[config.mk]
export PLATFORM = sky130hd
export DESIGN_NAME = lin_master_tx
export DESIGN_NICKNAME = d
export VERILOG_FILES = /design/src/rtl/lin_tx_pkg.sv /design/src/rtl/lin_tx_launch.sv /design/src/rtl/lin_tx_shifter.sv /design/src/rtl/lin_tx_fsm.sv /design/src/rtl/lin_master_tx.sv
export SDC_FILE = /design/constraint.sdc
export NUM_CORES = 1
export LEC_CHECK = 0
export BUFFER_PORTS_ARGS = -buffer_cell sky130_fd_sc_hd__buf_2
export CAP_MARGIN = 0
export CORE_MARGIN = 2
export CORE_UTILIZATION = 45
export CTS_BUF_LIST = sky130_fd_sc_hd__clkbuf_4 sky130_fd_sc_hd__clkbuf_8
export DETAILED_ROUTE_END_ITERATION = 6
export GPL_ROUTABILITY_DRIVEN = 0
export HOLD_SLACK_MARGIN = 0.03
export PLACE_DENSITY_LB_ADDON = 0.25
export SLEW_MARGIN = 20
export SYNTH_ARGS = -nofsm -noshare
export SYNTH_HDL_FRONTEND = slang
export SYNTH_HIERARCHICAL = 1
export SYNTH_SLANG_ARGS = --single-unit
[constraint.sdc]
create_clock -name clk_i -period 3.7 [get_ports clk_i]
set_input_delay 0.185 -clock clk_i [delete_from_list [all_inputs] [get_ports clk_i]]
set_output_delay 0.185 -clock clk_i [all_outputs]
set_load 0.02 [all_outputs]
[src/rtl/lin_tx_pkg.sv]
package lin_tx_pkg;

    typedef enum logic [1:0] {
        ST_IDLE  = 2'd0,
        ST_BREAK = 2'd1,
        ST_DELIM = 2'd2,
        ST_CHAR  = 2'd3
    } tx_state_e;

    localparam int FRAME_OVERHEAD_BITS = 2;

endpackage

[src/rtl/lin_tx_launch.sv]
module lin_tx_launch #(
    parameter int CNT_W           = 5,
    parameter int MIN_HDR_ENTRIES = 2
) (
    input  logic             idle_i,
    input  logic             master_en_i,
    input  logic             start_i,
    input  logic             fifo_empty_i,
    input  logic [CNT_W-1:0] fifo_count_i,
    output logic             hdr_go_o,
    output logic             plain_go_o
);
    logic enough_entries;

    always_comb begin
        enough_entries = (fifo_count_i >= CNT_W'(MIN_HDR_ENTRIES));
        hdr_go_o       = idle_i && master_en_i && start_i && enough_entries;
        plain_go_o     = idle_i && !master_en_i && !fifo_empty_i;
    end

endmodule

[src/rtl/lin_tx_shifter.sv]
module lin_tx_shifter #(
    parameter int DATA_W = 8
) (
    input  logic              clk_i,
    input  logic              rst_ni,
    input  logic              load_i,
    input  logic              shift_i,
    input  logic [DATA_W-1:0] data_i,
    output logic              bit_o
);
    localparam int SH_W = DATA_W + lin_tx_pkg::FRAME_OVERHEAD_BITS;

    logic [SH_W-1:0] sh_d, sh_q;

    always_comb begin
        sh_d = sh_q;
        if (load_i) begin
            sh_d = {1'b1, data_i, 1'b0};
        end else if (shift_i) begin
            sh_d = {1'b1, sh_q[SH_W-1:1]};
        end
    end

    always_ff @(posedge clk_i or negedge rst_ni) begin
        if (!rst_ni) begin
            sh_q <= '1;
        end else begin
            sh_q <= sh_d;
        end
    end

    assign bit_o = sh_q[0];

endmodule

[src/rtl/lin_tx_fsm.sv]
module lin_tx_fsm
    import lin_tx_pkg::*;
#(
    parameter int DATA_W     = 8,
    parameter int BLEN_W     = 2,
    parameter int BREAK_BASE = 13
) (
    input  logic              clk_i,
    input  logic              rst_ni,
    input  logic              tick_i,
    input  logic              hdr_go_i,
    input  logic              plain_go_i,
    input  logic [BLEN_W-1:0] brk_len_i,
    input  logic              fifo_empty_i,
    output tx_state_e         state_o,
    output logic              load_o,
    output logic              shift_o,
    output logic              pop_o,
    output logic              done_o
);
    localparam int CHAR_BITS = DATA_W + FRAME_OVERHEAD_BITS;
    localparam int MAX_BRK   = BREAK_BASE + (1 << BLEN_W);
    localparam int CNT_MAX   = (MAX_BRK > CHAR_BITS) ? MAX_BRK : CHAR_BITS;
    localparam int CW        = $clog2(CNT_MAX + 1);

    typedef struct packed {
        tx_state_e     state;
        logic [CW-1:0] cnt;
        logic [CW-1:0] lim;
        logic          done;
    } fsm_t;

    fsm_t fsm_d, fsm_q;
    logic load_d, shift_d, pop_d;

    always_comb begin
        fsm_d      = fsm_q;
        fsm_d.done = 1'b0;
        load_d     = 1'b0;
        shift_d    = 1'b0;
        pop_d      = 1'b0;
        unique case (fsm_q.state)
            ST_IDLE: begin
                if (hdr_go_i) begin
                    fsm_d.state = ST_BREAK;
                    fsm_d.cnt   = '0;
                    fsm_d.lim   = CW'(BREAK_BASE - 1) + CW'(brk_len_i);
                end else if (plain_go_i) begin
                    pop_d       = 1'b1;
                    load_d      = 1'b1;
                    fsm_d.state = ST_CHAR;
                    fsm_d.cnt   = '0;
                end
            end
            ST_BREAK: begin
                if (tick_i) begin
                    if (fsm_q.cnt == fsm_q.lim) begin
                        fsm_d.state = ST_DELIM;
                    end else begin
                        fsm_d.cnt = fsm_q.cnt + 1'b1;
                    end
                end
            end
            ST_DELIM: begin
                if (tick_i) begin
                    if (fifo_empty_i) begin
                        fsm_d.state = ST_IDLE;
                        fsm_d.done  = 1'b1;
                    end else begin
                        pop_d       = 1'b1;
                        load_d      = 1'b1;
                        fsm_d.state = ST_CHAR;
                        fsm_d.cnt   = '0;
                    end
                end
            end
            ST_CHAR: begin
                if (tick_i) begin
                    if (fsm_q.cnt == CW'(CHAR_BITS - 1)) begin
                        if (fifo_empty_i) begin
                            fsm_d.state = ST_IDLE;
                            fsm_d.done  = 1'b1;
                        end else begin
                            pop_d     = 1'b1;
                            load_d    = 1'b1;
                            fsm_d.cnt = '0;
                        end
                    end else begin
                        shift_d   = 1'b1;
                        fsm_d.cnt = fsm_q.cnt + 1'b1;
                    end
                end
            end
            default: fsm_d.state = ST_IDLE;
        endcase
    end

    always_ff @(posedge clk_i or negedge rst_ni) begin
        if (!rst_ni) begin
            fsm_q <= '{state: ST_IDLE, cnt: '0, lim: '0, done: 1'b0};
        end else begin
            fsm_q <= fsm_d;
        end
    end

    assign state_o = fsm_q.state;
    assign load_o  = load_d;
    assign shift_o = shift_d;
    assign pop_o   = pop_d;
    assign done_o  = fsm_q.done;

endmodule

[src/rtl/lin_master_tx.sv]
module lin_master_tx
    import lin_tx_pkg::*;
#(
    parameter int DATA_W          = 8,
    parameter int CNT_W           = 5,
    parameter int BLEN_W          = 2,
    parameter int BREAK_BASE      = 13,
    parameter int MIN_HDR_ENTRIES = 2
) (
    input  logic              clk_i,
    input  logic              rst_ni,
    input  logic              baud_tick_i,
    input  logic              master_en_i,
    input  logic [BLEN_W-1:0] brk_len_i,
    input  logic              start_i,
    input  logic              fifo_empty_i,
    input  logic [CNT_W-1:0]  fifo_count_i,
    input  logic [DATA_W-1:0] fifo_rdata_i,
    output logic              fifo_rd_o,
    output logic              tx_o,
    output logic              busy_o,
    output logic              done_o
);
    tx_state_e state;
    logic      hdr_go, plain_go;
    logic      load, shift, ser_bit;

    lin_tx_launch #(
        .CNT_W           (CNT_W),
        .MIN_HDR_ENTRIES (MIN_HDR_ENTRIES)
    ) u_launch (
        .idle_i       (state == ST_IDLE),
        .master_en_i  (master_en_i),
        .start_i      (start_i),
        .fifo_empty_i (fifo_empty_i),
        .fifo_count_i (fifo_count_i),
        .hdr_go_o     (hdr_go),
        .plain_go_o   (plain_go)
    );

    lin_tx_fsm #(
        .DATA_W     (DATA_W),
        .BLEN_W     (BLEN_W),
        .BREAK_BASE (BREAK_BASE)
    ) u_fsm (
        .clk_i        (clk_i),
        .rst_ni       (rst_ni),
        .tick_i       (baud_tick_i),
        .hdr_go_i     (hdr_go),
        .plain_go_i   (plain_go),
        .brk_len_i    (brk_len_i),
        .fifo_empty_i (fifo_empty_i),
        .state_o      (state),
        .load_o       (load),
        .shift_o      (shift),
        .pop_o        (fifo_rd_o),
        .done_o       (done_o)
    );

    lin_tx_shifter #(
        .DATA_W (DATA_W)
    ) u_shift (
        .clk_i   (clk_i),
        .rst_ni  (rst_ni),
        .load_i  (load),
        .shift_i (shift),
        .data_i  (fifo_rdata_i),
        .bit_o   (ser_bit)
    );

    always_comb begin
        unique case (state)
            ST_BREAK: tx_o = 1'b0;
            ST_CHAR:  tx_o = ser_bit;
            default:  tx_o = 1'b1;
        endcase
        busy_o = (state != ST_IDLE);
    end

endmodule

# ---- Yosys cells after proc, flatten, opt, wreduce, memory -nomap -nowiden
# Index checks and enable logic that the tools add are counted.
dict set report totals {
  rom_bits 0
  out_inout_bits 4
  wordCells 65
  inputBits 21
  reg_bits 23
  ramBits 0
  n_memories 0
  latchBits 0
}
dict set report op_classes {
  div 0
  order_cmp 1
  shifts 0
  mul 0
  reduce_logical 13
  muxes 31
  bitwise_logic 0
  n_addsub 2
  eq_ne 13
}
# cell n
set op_table {}
lappend op_table {{$mux W7} 5}
lappend op_table {{$pmux W7 S4} 1}
lappend op_table {{$mux W10} 2}
lappend op_table {{$mux W5} 3}
lappend op_table {{$mux W1} 13}
lappend op_table {{$ne A2 B2 Y1 const B} 5}
lappend op_table {{$mux W2} 4}
lappend op_table {{$reduce_and A7 Y1} 1}
lappend op_table {{$add A4 B2 Y5 const A} 1}
lappend op_table {{$add A5 B1 Y5 const B} 1}
lappend op_table {{$eq A5 B4 Y1 const B} 1}
lappend op_table {{$eq A5 B5 Y1} 1}
lappend op_table {{$ge A5 B2 Y1 const B} 1}
lappend op_table {{$logic_and A1 B1 Y1} 5}
lappend op_table {{$reduce_and A5 Y1} 1}
lappend op_table {{$eq A2 B2 Y1 const B} 2}
lappend op_table {{$ne A2 B1 Y1 const B} 2}
lappend op_table {{$pmux W1 S2} 2}
lappend op_table {{$reduce_bool A2 Y1} 2}
lappend op_table {{$ne A3 B3 Y1 const B} 1}
lappend op_table {{$pmux W1 S3} 1}
lappend op_table {{$eq A2 B1 Y1 const B} 1}
lappend op_table {{$logic_not A1 Y1} 2}
lappend op_table {{$logic_not A2 Y1} 1}
lappend op_table {{$reduce_and A2 Y1} 1}

# ---- Logic depth before layout (Yosys ltp)
dict set report depth {
  depth_word 7
  ltp_mapped 9
  depth_no_buf 7
}

# ---- Cells and area by module
# Netlist, hierarchy kept.
# module area_each_um2 cells_per_inst n_inst seq_area_each_um2
set by_module_without_submodules {}
lappend by_module_without_submodules {lin_tx_fsm 704.4 74 1 275.3}
lappend by_module_without_submodules {lin_tx_shifter 416.6 37 1 236.5}
lappend by_module_without_submodules {lin_tx_launch 28.8 4 1 0.0}
lappend by_module_without_submodules {lin_master_tx 20.0 3 1 0.0}

# ---- Least setup slack after synthesis
# No wires, ideal clock.
dict set report synth_path {
  path_kind {flip-flop to output port}
  from {register u_fsm/fsm_q[7] in the netlist's numbering}
  to {output port fifo_rd_o}
  setup_slack_ns 1.883
  arrival_time_ns 1.632
  stages_incl_launch_ff 7
  path_buffers 1
  required_ns 3.515
  path_cell_list {dfrtp_1 -> inv_1 -> ha_1 -> and4bb_4 -> o21ai_0 -> o22ai_1 -> buf_4}
}
dict set report synth_between {
  elab_chain_cells 4
}
# element line_no
set synth_rtl {}
lappend synth_rtl {{from (decl)} lin_tx_fsm.sv:33} ;# fsm_t fsm_d, fsm_q;
lappend synth_rtl {{from (signal assigned)} lin_tx_fsm.sv:100} ;# fsm_q <= '{state: ST_IDLE, cnt: '0, lim: '0, done: 1'b0};
lappend synth_rtl {{from (signal assigned)} lin_tx_fsm.sv:102} ;# fsm_q <= fsm_d;
lappend synth_rtl {{$eq A5 B4 Y1} lin_tx_fsm.sv:79} ;# if (fsm_q.cnt == CW'(CHAR_BITS - 1)) begin
lappend synth_rtl {{$mux W1 (2 in a row)} -}
lappend synth_rtl {{$pmux W1 S3} -}
lappend synth_rtl {{to (decl)} lin_master_tx.sv:19} ;# output logic fifo_rd_o,
# No other way between the ends.

# ---- Final worst setup path
dict set report layout_path {
  from {register u_fsm/fsm_q[7] in the netlist's numbering}
  to {output port fifo_rd_o}
}
dict set report layout_between {
  elab_chain_cells 4
}
# element line_no
set layout_rtl {}
lappend layout_rtl {{$eq A5 B4 Y1} lin_tx_fsm.sv:79}
lappend layout_rtl {{$mux W1} lin_tx_fsm.sv:79}
lappend layout_rtl {{$mux W1} lin_tx_fsm.sv:78} ;# if (tick_i) begin
lappend layout_rtl {{$pmux W1 S3} lin_tx_fsm.sv:42} ;# unique case (fsm_q.state)
# No other way between the ends.

==> impl_metrics.yaml <==
synthesis:
  synth-seq-cells: 20
  synth_top_area_cell: "dfrtp_1"
  syn_inst: 118
  synth_edf_count: 0
  netlist_area_um2: 1170
  seq_area_frac_synth: 0.437
  synth.avg_cell_area_um2: 9.91
  synth_cell_types: 35
  synthFlopType: "dfrtp_1"
  synth_top_area_frac: 0.235
  synth_async_sr_flop_share: 1.00
  synthTopCellsByArea: "dfrtp_1, dfstp_2, mux2i_1"
  ys_warn_count: 6
  syn-num-nets: 141
clock_network:
  cts_resized: 0
  hold_buffers: 1
  cts_max_path_buffers: 2
  path_clk_slew_ns: 0.12
  htreeDepth: 1
  cts_setup_buffers: 0
  cts_tree: "done"
  numCtsBuffers: 3
  root_buffer: "clkbuf_4"
  cts_num_sinks: 20
  clkLatencyLatePin_ns: 0.31
route:
  wl_um: 2280
  drt_iter0_markers: 17
  ant_nets: 0
  wl_met3_um: 120
  vias: 951
  drcViolationCount: 0
  drt-met1-wl_um: 1030
  dr.max_layer_used: "met4"
  wl_met2_um: 1100
  drt_pass1_iterations: 4
  avgViaCountPerCell: 5.59
  wl_per_cell_um: 13.4
pwr:
  finalPower_uw: 891
  switchingPower_uw: 312
  switching_share: 0.350
  combPwrFrac: 0.328
  cellLeakagePower_uw: 0.000579
  clkPwrFrac: 0.205
  vdd_drop_max_mv: 0.371
  p_int_uw: 579
  power_density_nw_per_um2: 670
  pwr-share-seq: 0.467
timing:
  hold_violations: 0
  worstMarginPinSlew_ns: 0.431
  skew_ns: 0.00595
  setup_tns_ns: 0
  rsz0062_at_grt: "no"
  post-route-period-util: 0.594
  maxSlewViolCount: 0
  slew_headroom: 0.713
  setup_viol: 0
  timing.fmax_ghz: 0.455
  period_minus_slack_ns: 2.20
finish:
  fin_util: 0.536
  drive_gt1_frac: 0.336
  antennaDiodeCount: 0
  area_delta_synth_final_pct: 13.6
  layout_common_cells: "buf_2, nand2_1, dfrtp_1"
  final_common_cell: "buf_2"
  num-fill-cells: 244
  nNetsFinal: 164
critical_path:
  crit_path_start_kind: "flop"
  reg2reg_depth: 7
  reg2reg_setup_slack_ns: 1.78
  cp.arrival_ns: 2.01
  worst_ep_required_time_ns: 3.51
  timing.rr.end: "u_fsm/fsm_q[8]$_DFFE_PN0P_"
  r2r-start: "u_fsm/state_o[1]$_DFFE_PN0P_"
  cp-end-kind: "primary output"
  crit_type: "reg2out"
  cp_max_fo: 18
floorplan:
  start_util: 0.472
  die_height_um: 55.0
  rows: 18
  die_w_um: 55.0
  fp.dieArea_um2: 3020
  coreArea_um2: 2480
  io-pin-count: 25
grt:
  overflow: 0
  grt_pass1_vias: 852
  grt_max_degree: 21
  grt_pass1_wl_um: 3590
  grt_usage: 0.172
  antenna_found_initial: 0
hold_path:
  hold_depth: 3
  min-delay-path-class: "in2reg"
  hold_start: "fifo_rdata_i[2]"
  whs_endpoint: "u_shift/sh_q[3]$_DFFE_PN1P_"
placement:
  port_buffers: 23
  hpwlAfterDp_um: 1690
flow_run:
  cap_violations: 0
status:
  status: "complete, no violations"
[cell usage after synthesis, types with 2 or more instances]
library cell	instances
a21oi_1	4
a31oi_1	3
buf_4	4
buf_6	3
dfrtp_1	11
dfstp_2	9
ha_1	2
inv_1	6
mux2_2	2
mux2i_1	9
nand2_1	13
nand2b_1	5
nand3_1	3
nor2_1	8
nor3_1	2
o21ai_0	5
o21ai_1	7
o22ai_1	4
xnor2_1	2
[sequential cells by signal (all words and copies together) (netlist names)]
register	cells
u_shift/sh_q	9
u_fsm/fsm_q	8
u_fsm/state_o	2
u_fsm/done_o	1
[routing by layer]
layer	up-vias	global-route usage
met3	5	0.0403
li1	461	-
met2	31	0.290
met5	-	0
met1	454	0.210
met4	0	0.0732
[worst max-delay path by stage]
| stage | start | endpoint | cells after the start |
|---|---|---|---|
| 5_1_grt | u_fsm/fsm_q[7]$_DFFE_PN0P_ | fifo_rd_o | 7 |
| 3_3_place_gp | u_fsm/state_o[1]$_DFFE_PN0P_ | u_fsm/fsm_q[8]$_DFFE_PN0P_ | 6 |
| 4_1_cts | u_fsm/fsm_q[7]$_DFFE_PN0P_ | fifo_rd_o | 7 |
| 6_report | u_fsm/fsm_q[7]$_DFFE_PN0P_ | fifo_rd_o | 7 |
| 2_1_floorplan | u_fsm/fsm_q[7]$_DFFE_PN0P_ | fifo_rd_o | 6 |
| 3_5_place_dp | u_fsm/state_o[1]$_DFFE_PN0P_ | u_fsm/fsm_q[8]$_DFFE_PN0P_ | 7 |
[cell families after synthesis]
logic type | Yosys count | share of synthesized area
compound gates | 31 | 0.176
flops | 20 | 0.437
buf+inv | 13 | 0.0738
mux | 11 | 0.0963
xor+xnor | 2 | 0.0150
fa+ha+maj | 2 | 0.0214
simple gates | 39 | 0.180
[power by group through the flow]
stage	logic [uW]	registers, uW	clock network, uW
final	292	416	183
after detailed placement	292	416	0
after global placement	279	413	0
after global routing	331	429	192
after floorplan	273	383	0
after CTS	294	414	186
[worst max-delay path, cell delays in order, from the launching register on]
cell      delay (ns)
dfrtp_1         0.44
inv_1           0.09
ha_1            0.16
and4bb_4        0.28
o21ai_0         0.12
o22ai_1         0.18
buf_4           0.23
buf_2           0.19
[through the flow]
| stage | std cells | hold slack (ns) | area [um^2] | setup WS [ns] |
|---|---|---|---|---|
| 5_1_grt | 170 | 0.0626 | 1330 | 1.36 |
| 2_1_floorplan | 118 | -0.111 | 1170 | 1.88 |
| 6_report | 170 | 0.0687 | 1330 | 1.50 |
| 3_5_place_dp | 165 | 0.154 | 1270 | 1.80 |
| 3_3_place_gp | 165 | 0.151 | 1270 | 1.86 |
| 4_1_cts | 170 | 0.0637 | 1330 | 1.50 |
[area by class of cell]
| type | count | area (um^2) | area share |
|---|---|---|---|
| multi-input cells | 85 | 572 | 0.430 |
| flip-flops and latches | 20 | 512 | 0.385 |
| clock inverters | 1 | 30.0 | 0.0226 |
| clock buffers | 3 | 22.5 | 0.0169 |
| well taps | 30 | 37.5 | 0.0282 |
| repair buffers | 25 | 133 | 0.0998 |
| inverters | 6 | 22.5 | 0.0169 |
(Power assumes the default switching activity.)
